### src/rtl/rfc_pkg.sv
package rfc_pkg;
    typedef enum logic [1:0] {
        TH_OPEN      = 2'd0,
        TH_XOFF_PEND = 2'd1,
        TH_HELD      = 2'd2,
        TH_XON_PEND  = 2'd3
    } th_state_t;

    localparam logic [7:0] CH_XON  = 8'h11;
    localparam logic [7:0] CH_XOFF = 8'h13;

    localparam int MB_RTS = 0;
    localparam int MB_CTS = 1;
    localparam int MB_SW  = 2;
endpackage

### src/rtl/rfc_fifo.sv
module rfc_fifo #(
    parameter int DEPTH = 8,
    parameter int W     = 8,
    localparam int AW   = (DEPTH > 1) ? $clog2(DEPTH) : 1,
    localparam int CW   = $clog2(DEPTH + 1)
) (
    input  logic          clk,
    input  logic          rst_n,
    input  logic          push,
    input  logic [W-1:0]  push_data,
    input  logic          pop,
    output logic [W-1:0]  pop_data,
    output logic [CW-1:0] level,
    output logic          overrun
);
    logic [W-1:0]  mem [DEPTH];
    logic [AW-1:0] wp, rp;
    logic          full, empty, do_push, do_pop;

    function automatic logic [AW-1:0] nxt_ptr(input logic [AW-1:0] p);
        return (p == AW'(DEPTH - 1)) ? '0 : p + 1'b1;
    endfunction

    assign full    = (level == CW'(DEPTH));
    assign empty   = (level == '0);
    assign do_push = push && !full;
    assign do_pop  = pop && !empty;

    always_ff @(posedge clk) begin
        if (do_push) mem[wp] <= push_data;
    end

    always_ff @(posedge clk or negedge rst_n) begin
        if (!rst_n) begin
            wp       <= '0;
            rp       <= '0;
            level    <= '0;
            pop_data <= '0;
            overrun  <= 1'b0;
        end else begin
            if (do_push) wp <= nxt_ptr(wp);
            if (pop) begin
                pop_data <= empty ? '0 : mem[rp];
                if (!empty) rp <= nxt_ptr(rp);
            end
            level   <= level + CW'(do_push) - CW'(do_pop);
            overrun <= overrun | (push && full);
        end
    end

    p_level_bound_r3: assert property (@(posedge clk) disable iff (!rst_n)
        level <= CW'(DEPTH));
    p_overrun_r3: assert property (@(posedge clk) disable iff (!rst_n)
        (push && full) |=> (overrun && level == CW'(DEPTH) - CW'($past(pop))));
    p_empty_zero_r4: assert property (@(posedge clk) disable iff (!rst_n)
        (pop && empty) |=> (pop_data == '0));
endmodule

### src/rtl/rfc_throttle.sv
module rfc_throttle
    import rfc_pkg::*;
#(
    parameter int CW      = 4,
    parameter int STOP_SW = 2,
    parameter int STOP_HW = 5,
    parameter int RESUME  = 1
) (
    input  logic          clk,
    input  logic          rst_n,
    input  logic          sw_mode,
    input  logic          hw_mode,
    input  logic [CW-1:0] level,
    input  logic          tx_idle,
    output logic          inj_valid,
    output logic [7:0]    inj_char,
    output logic          inj_pend,
    output logic          rts_n
);
    th_state_t st, nxt;

    always_ff @(posedge clk or negedge rst_n) begin
        if (!rst_n) st <= TH_OPEN;
        else        st <= nxt;
    end

    always_comb begin
        nxt = st;
        unique case (st)
            TH_OPEN: begin
                if (sw_mode) begin
                    if (level >= CW'(STOP_SW)) nxt = TH_XOFF_PEND;
                end else if (hw_mode && level >= CW'(STOP_HW)) begin
                    nxt = TH_HELD;
                end
            end
            TH_XOFF_PEND: if (tx_idle) nxt = TH_HELD;
            TH_HELD:      if (level <= CW'(RESUME)) nxt = sw_mode ? TH_XON_PEND : TH_OPEN;
            TH_XON_PEND:  if (tx_idle) nxt = TH_OPEN;
            default:      nxt = TH_OPEN;
        endcase
        if (!sw_mode && !hw_mode) nxt = TH_OPEN;
    end

    always_comb begin
        inj_pend  = (st == TH_XOFF_PEND) || (st == TH_XON_PEND);
        inj_valid = inj_pend && tx_idle;
        inj_char  = (st == TH_XON_PEND) ? CH_XON : CH_XOFF;
        rts_n     = hw_mode && !sw_mode && (st == TH_HELD);
    end

    p_inj_idle_r5: assert property (@(posedge clk) disable iff (!rst_n)
        inj_valid |-> tx_idle);
    p_inj_once_r6: assert property (@(posedge clk) disable iff (!rst_n)
        inj_valid |=> !inj_valid);
    p_rts_rise_r7: assert property (@(posedge clk) disable iff (!rst_n)
        $rose(rts_n) |-> ($past(level) >= CW'(STOP_HW)));
    p_rts_fall_r7: assert property (@(posedge clk) disable iff (!rst_n)
        ($fell(rts_n) && hw_mode) |-> ($past(level) <= CW'(RESUME)));
endmodule

### src/rtl/rfc_tx_gate.sv
module rfc_tx_gate (
    input  logic clk,
    input  logic rst_n,
    input  logic sw_mode,
    input  logic cts_mode,
    input  logic cts_n,
    input  logic saw_xon,
    input  logic saw_xoff,
    input  logic inj_pend,
    output logic tx_allow
);
    logic tx_en;

    always_ff @(posedge clk or negedge rst_n) begin
        if (!rst_n)        tx_en <= 1'b1;
        else if (saw_xon)  tx_en <= 1'b1;
        else if (saw_xoff) tx_en <= 1'b0;
    end

    assign tx_allow = (!sw_mode || tx_en) && (!cts_mode || !cts_n) && !inj_pend;
endmodule

### src/rtl/rx_flow_ctrl.sv
module rx_flow_ctrl
    import rfc_pkg::*;
#(
    parameter int DEPTH   = 8,
    parameter int STOP_SW = 2,
    parameter int STOP_HW = 5,
    parameter int RESUME  = 1
) (
    input  logic                         clk,
    input  logic                         rst_n,
    input  logic [2:0]                   hs_mode,
    input  logic                         rx_valid,
    input  logic [7:0]                   rx_data,
    input  logic                         rd_en,
    output logic [7:0]                   rd_data,
    output logic [$clog2(DEPTH+1)-1:0]   fifo_level,
    output logic                         overrun,
    input  logic                         tx_idle,
    output logic                         inj_valid,
    output logic [7:0]                   inj_char,
    input  logic                         cts_n,
    output logic                         tx_allow,
    output logic                         rts_n
);
    localparam int CW = $clog2(DEPTH + 1);

    logic sw_mode, hw_mode, cts_mode;
    logic rx_take, is_xon, is_xoff, push, inj_pend;

    assign sw_mode  = hs_mode[MB_SW];
    assign hw_mode  = hs_mode[MB_RTS];
    assign cts_mode = hs_mode[MB_CTS];

    assign rx_take = rx_valid && !cts_mode;
    assign is_xon  = rx_take && sw_mode && (rx_data == CH_XON);
    assign is_xoff = rx_take && sw_mode && (rx_data == CH_XOFF);
    assign push    = rx_take && !is_xon && !is_xoff;

    rfc_fifo #(.DEPTH(DEPTH), .W(8)) u_fifo (
        .clk(clk), .rst_n(rst_n),
        .push(push), .push_data(rx_data),
        .pop(rd_en), .pop_data(rd_data),
        .level(fifo_level), .overrun(overrun)
    );

    rfc_throttle #(.CW(CW), .STOP_SW(STOP_SW), .STOP_HW(STOP_HW), .RESUME(RESUME)) u_fsm (
        .clk(clk), .rst_n(rst_n),
        .sw_mode(sw_mode), .hw_mode(hw_mode),
        .level(fifo_level), .tx_idle(tx_idle),
        .inj_valid(inj_valid), .inj_char(inj_char),
        .inj_pend(inj_pend), .rts_n(rts_n)
    );

    rfc_tx_gate u_gate (
        .clk(clk), .rst_n(rst_n),
        .sw_mode(sw_mode), .cts_mode(cts_mode), .cts_n(cts_n),
        .saw_xon(is_xon), .saw_xoff(is_xoff),
        .inj_pend(inj_pend), .tx_allow(tx_allow)
    );

    p_inj_priority_r10: assert property (@(posedge clk) disable iff (!rst_n)
        inj_valid |-> !tx_allow);
    p_ctl_strip_r8: assert property (@(posedge clk) disable iff (!rst_n)
        (rx_valid && !cts_mode && sw_mode && !rd_en &&
         (rx_data == CH_XON || rx_data == CH_XOFF)) |=> $stable(fifo_level));
    p_xoff_gate_r8: assert property (@(posedge clk) disable iff (!rst_n)
        (rx_valid && !cts_mode && sw_mode && rx_data == CH_XOFF) |=> !tx_allow);
    p_cts_ignore_r9: assert property (@(posedge clk) disable iff (!rst_n)
        (cts_mode && rx_valid && !rd_en) |=> $stable(fifo_level));
endmodule

### config.mk
export PLATFORM = sky130hd
export DESIGN_NAME = rx_flow_ctrl
export DESIGN_NICKNAME = d
export VERILOG_FILES = /design/src/rtl/rfc_pkg.sv /design/src/rtl/rfc_fifo.sv /design/src/rtl/rfc_throttle.sv /design/src/rtl/rfc_tx_gate.sv /design/src/rtl/rx_flow_ctrl.sv
export SDC_FILE = /design/constraint.sdc
export NUM_CORES = 1
export LEC_CHECK = 0
export ABC_CLOCK_PERIOD_IN_PS = 2900
export BUFFER_PORTS_ARGS = -buffer_cell sky130_fd_sc_hd__buf_2
export CORE_MARGIN = 2
export CORE_UTILIZATION = 35
export DETAILED_ROUTE_END_ITERATION = 8
export GPL_TIMING_DRIVEN = 0
export PLACE_DENSITY = 0.53
export SKIP_LAST_GASP = 1
export SLEW_MARGIN = 20
export SYNTH_ARGS = -nofsm -noshare
export SYNTH_HDL_FRONTEND = slang
export SYNTH_SLANG_ARGS = --single-unit
export TNS_END_PERCENT = 5
### constraint.sdc
create_clock -name clk -period 2.9 [get_ports clk]
set_clock_uncertainty 0.15 [all_clocks]
set_input_delay 0.87 -clock clk [delete_from_list [all_inputs] [get_ports clk]]
set_output_delay 0.87 -clock clk [all_outputs]
set_load 0.01 [all_outputs]
==> impl_metrics.env <==
export IMPL_status="complete, no violations"
export IMPL_max_freq_mhz=364
export IMPL_drtIter0Drc=92
export IMPL_total_power_mw=3.99
export IMPL_maxCapViolCount=0
export IMPL_dieArea_sq_um=11600
export IMPL_fin_nets=308
export IMPL_ant_nets=0
export IMPL_reg2reg_to="u_fifo.level[2]"
export IMPL_ys_types=42
export IMPL_root_buffer="clkbuf_8"
export IMPL_die_h_um=108
export IMPL_synth_top_family_by_area="multiplexers"
export IMPL_rows=37
export IMPL_vias=2024
export IMPL_slew_headroom_pct=42.3
export IMPL_startpoint_type="input port"
export IMPL_fin_crit_sh_pct=94.8
export IMPL_critPathArrivalTime_ns=2.57
export IMPL_pwr_share_clk_pct=23.4
export IMPL_regToRegSetupSlack_ns=0.21
export IMPL_yosys_area_share_simple_pct=5.76
export IMPL_gp_congestion=0.723
export IMPL_post_route_min_period_ns=2.75
export IMPL_cp_end_kind="flip-flop"
export IMPL_p_seq_share_pct=42.6
export IMPL_antenna_found_initial=0
export IMPL_comb_power_share_pct=34.0
export IMPL_synth_area_leader_cell="edfxtp_1"
export IMPL_htree_levels=3
export IMPL_required_ns=2.72
export IMPL_firstDrtPassIters=4
export IMPL_syn_area_sq_um=3780
export IMPL_whs_ns=0.341
export IMPL_yosys_top_cells_area="edfxtp_1 51%, dfrtp_1 14%, mux4_2 5.4%, mux4_1 4.9%, ha_1 4.0%"
export IMPL_yosys_top_cells_count="64 x edfxtp_1, 21 x dfrtp_1, 19 x inv_1, 12 x ha_1, 10 x nand2_1"
export IMPL_clock_latency_ns=0.34
export IMPL_synth_xor_area_share_pct=0.464
export IMPL_drc_errors=0
export IMPL_cp_startpoint="rx_data[0]"
export IMPL_die_w_um=108
export IMPL_hold_class="flip-flop to flip-flop"
export IMPL_diodes=0
export IMPL_tightest_slew_ns=0.862
export IMPL_drv_slew=0
export IMPL_fin_ws_ns=0.151
export IMPL_reg2regPathDepth=11
export IMPL_pwr_density_cell_nw_per_um2=905
export IMPL_cts_path_max_buffers=2
export IMPL_synth_most_common_cell="edfxtp_1"
export IMPL_setup_worst_path_end="u_fifo.mem[4][1]"
export IMPL_synthMuxAreaShare_pct=13.8
export IMPL_via_per_inst=4.83
export IMPL_wl_um=7430
export IMPL_sw_frac_of_total_pct=31.8
export IMPL_ys_ff_latch=86
export IMPL_preCtsSetupSlack_ns=-0.285
export IMPL_syn_to_final_growth_pct=16.6
export IMPL_switchingPower_mw=1.27
export IMPL_hold_viol=0
export IMPL_grt_pass1_vias=2044
export IMPL_layout_drive_gt1_share_pct=33.2
export IMPL_initial_utilization_pct=36.3
export IMPL_utilization_pct=42.3
export IMPL_setup_tns_ns=0
export IMPL_synthFlopType="edfxtp_1"
export IMPL_r2r_start="u_fifo.level[2]"
export IMPL_grt_total_usage_pct=14.1
export IMPL_wire_per_inst_um=17.7
export IMPL_synth_compound_area_share_pct=4.77
export IMPL_peakVddDrop_mv=0.281
export IMPL_cts_sinks=86
export IMPL_grt_max_degree=23
export IMPL_synth_top_cell_area_share_pct=50.9
export IMPL_cts_tree="done"
export IMPL_synthAdderAreaFrac_pct=4.50
export IMPL_synth_seq_area_share_pct=65.5
export IMPL_numCtsBuffers=9
export IMPL_port_buffers=32
export IMPL_rsz0062_at_grt="yes"
export IMPL_power_leakage_nw=1.72
export IMPL_path_clk_slew_ns=0.08
export IMPL_io_pins=41
export IMPL_path_max_fanout=9
export IMPL_avgSynthCellArea_sq_um=16.7
export IMPL_crit_type="input port to flip-flop"
export IMPL_async_reset_ff_share_pct=25.6
export IMPL_yosys_warnings=0
export IMPL_finalSetupViolCount=0
export IMPL_overflow=0
export IMPL_dp_hpwl_um=5010
export IMPL_grt_pass1_wl_um=11700
export IMPL_p_int_mw=2.72
export IMPL_coreArea_sq_um=10400
export IMPL_synthCells=226
export IMPL_synth_edf_count=64
-- registers in the layout, indices dropped and copies added (netlist names) --
register	cells
u_fifo.rp	3
u_fifo.pop_data	8
u_fifo.level	4
u_fsm.st	2
u_gate.tx_en	1
u_fifo.wp	3
u_fifo.mem	64
u_fifo.overrun	1
-- kinds of logic after synthesis --
| family | Yosys count |
|---|---|
| AND/OR/NAND/NOR | 36 |
| XOR/XNOR | 2 |
| buffers and inverters | 34 |
| adder cells (fa/ha/maj) | 13 |
| multiplexers | 29 |
| AO/OA/AOI/OAI | 24 |
| other | 2 |
| flip-flops | 86 |
-- what timing repair did --
action                                  in CTS  in global routing
hold buffers                                 0                  0
gates resized for setup                      0                  1
buffers inserted                             0                  0
endpoints found under the setup margin       0                  5
-- metal layers --
metal / vias to the layer above / global-route usage, % / share of wire (%) / wire [um]
li1: 956 / - / - / -
met1: 1027 / 19.5 / 47 / 3480
met2: 31 / 21.9 / 49 / 3630
met3: 10 / 2.78 / 2.8 / 206
met4: 0 / 5.77 / 1.5 / 114
met5: - / 0 / 0 / 0
-- cell type report --
type,instances,area (sq um)
timing repair buffer,36,190
multi-input combinational,111,1160
fill,953,6010
clock buffer,11,141
inverter,19,71.3
tap,136,170
clock inverter,5,82.6
sequential,86,2470
buffer,15,119
-- cells in the final DEF, fill, tap and decap left out, drive strengths merged, types with 3 or more instances in the layout --
cell	n
a21oi	3
o21ai	4
edfxtp	64
o22ai	9
mux2	4
clkbuf	12
nand2	11
ha	12
mux4	16
inv	20
buf	50
nor2	5
conb	7
mux2i	9
nand2b	3
nor3	6
dfrtp	21
a221oi	3
-- per-stage QoR --
stage	instances	cell area, sq um
CTS	419	4400
floorplan	231	3800
finish	419	4400
global route	419	4400
detailed placement	403	4180
global placement	399	4130
-- how the worst min path moves through the flow --
stage                    from  slack (ns)  cells after the start              to
2_1_floorplan    u_gate.tx_en        0.31                      2    u_gate.tx_en
3_3_place_gp     u_gate.tx_en        0.32                      2    u_gate.tx_en
5_1_grt        u_fifo.overrun        0.36                      1  u_fifo.overrun
4_1_cts        u_fifo.overrun        0.35                      1  u_fifo.overrun
6_report       u_fifo.overrun        0.34                      1  u_fifo.overrun
3_5_place_dp   u_fifo.overrun        0.33                      1  u_fifo.overrun
-- worst max-delay path, stage by stage --
cell and delay [ns]:
buf_2 0.15, nor4b_2 0.21, a221oi_4 0.44, nand2b_2 0.16, nor3b_2 0.72
-- power by group through the flow --
stage | logic (mW) | registers [mW] | clock network (mW)
after floorplan | 0.952 | 1.73 | 0
after global placement | 1.35 | 1.71 | 0
after detailed placement | 1.38 | 1.73 | 0
after CTS | 1.38 | 1.70 | 0.957
after global routing | 1.52 | 1.73 | 1.01
final | 1.36 | 1.70 | 0.932
Power figures use the tool's default switching activity.
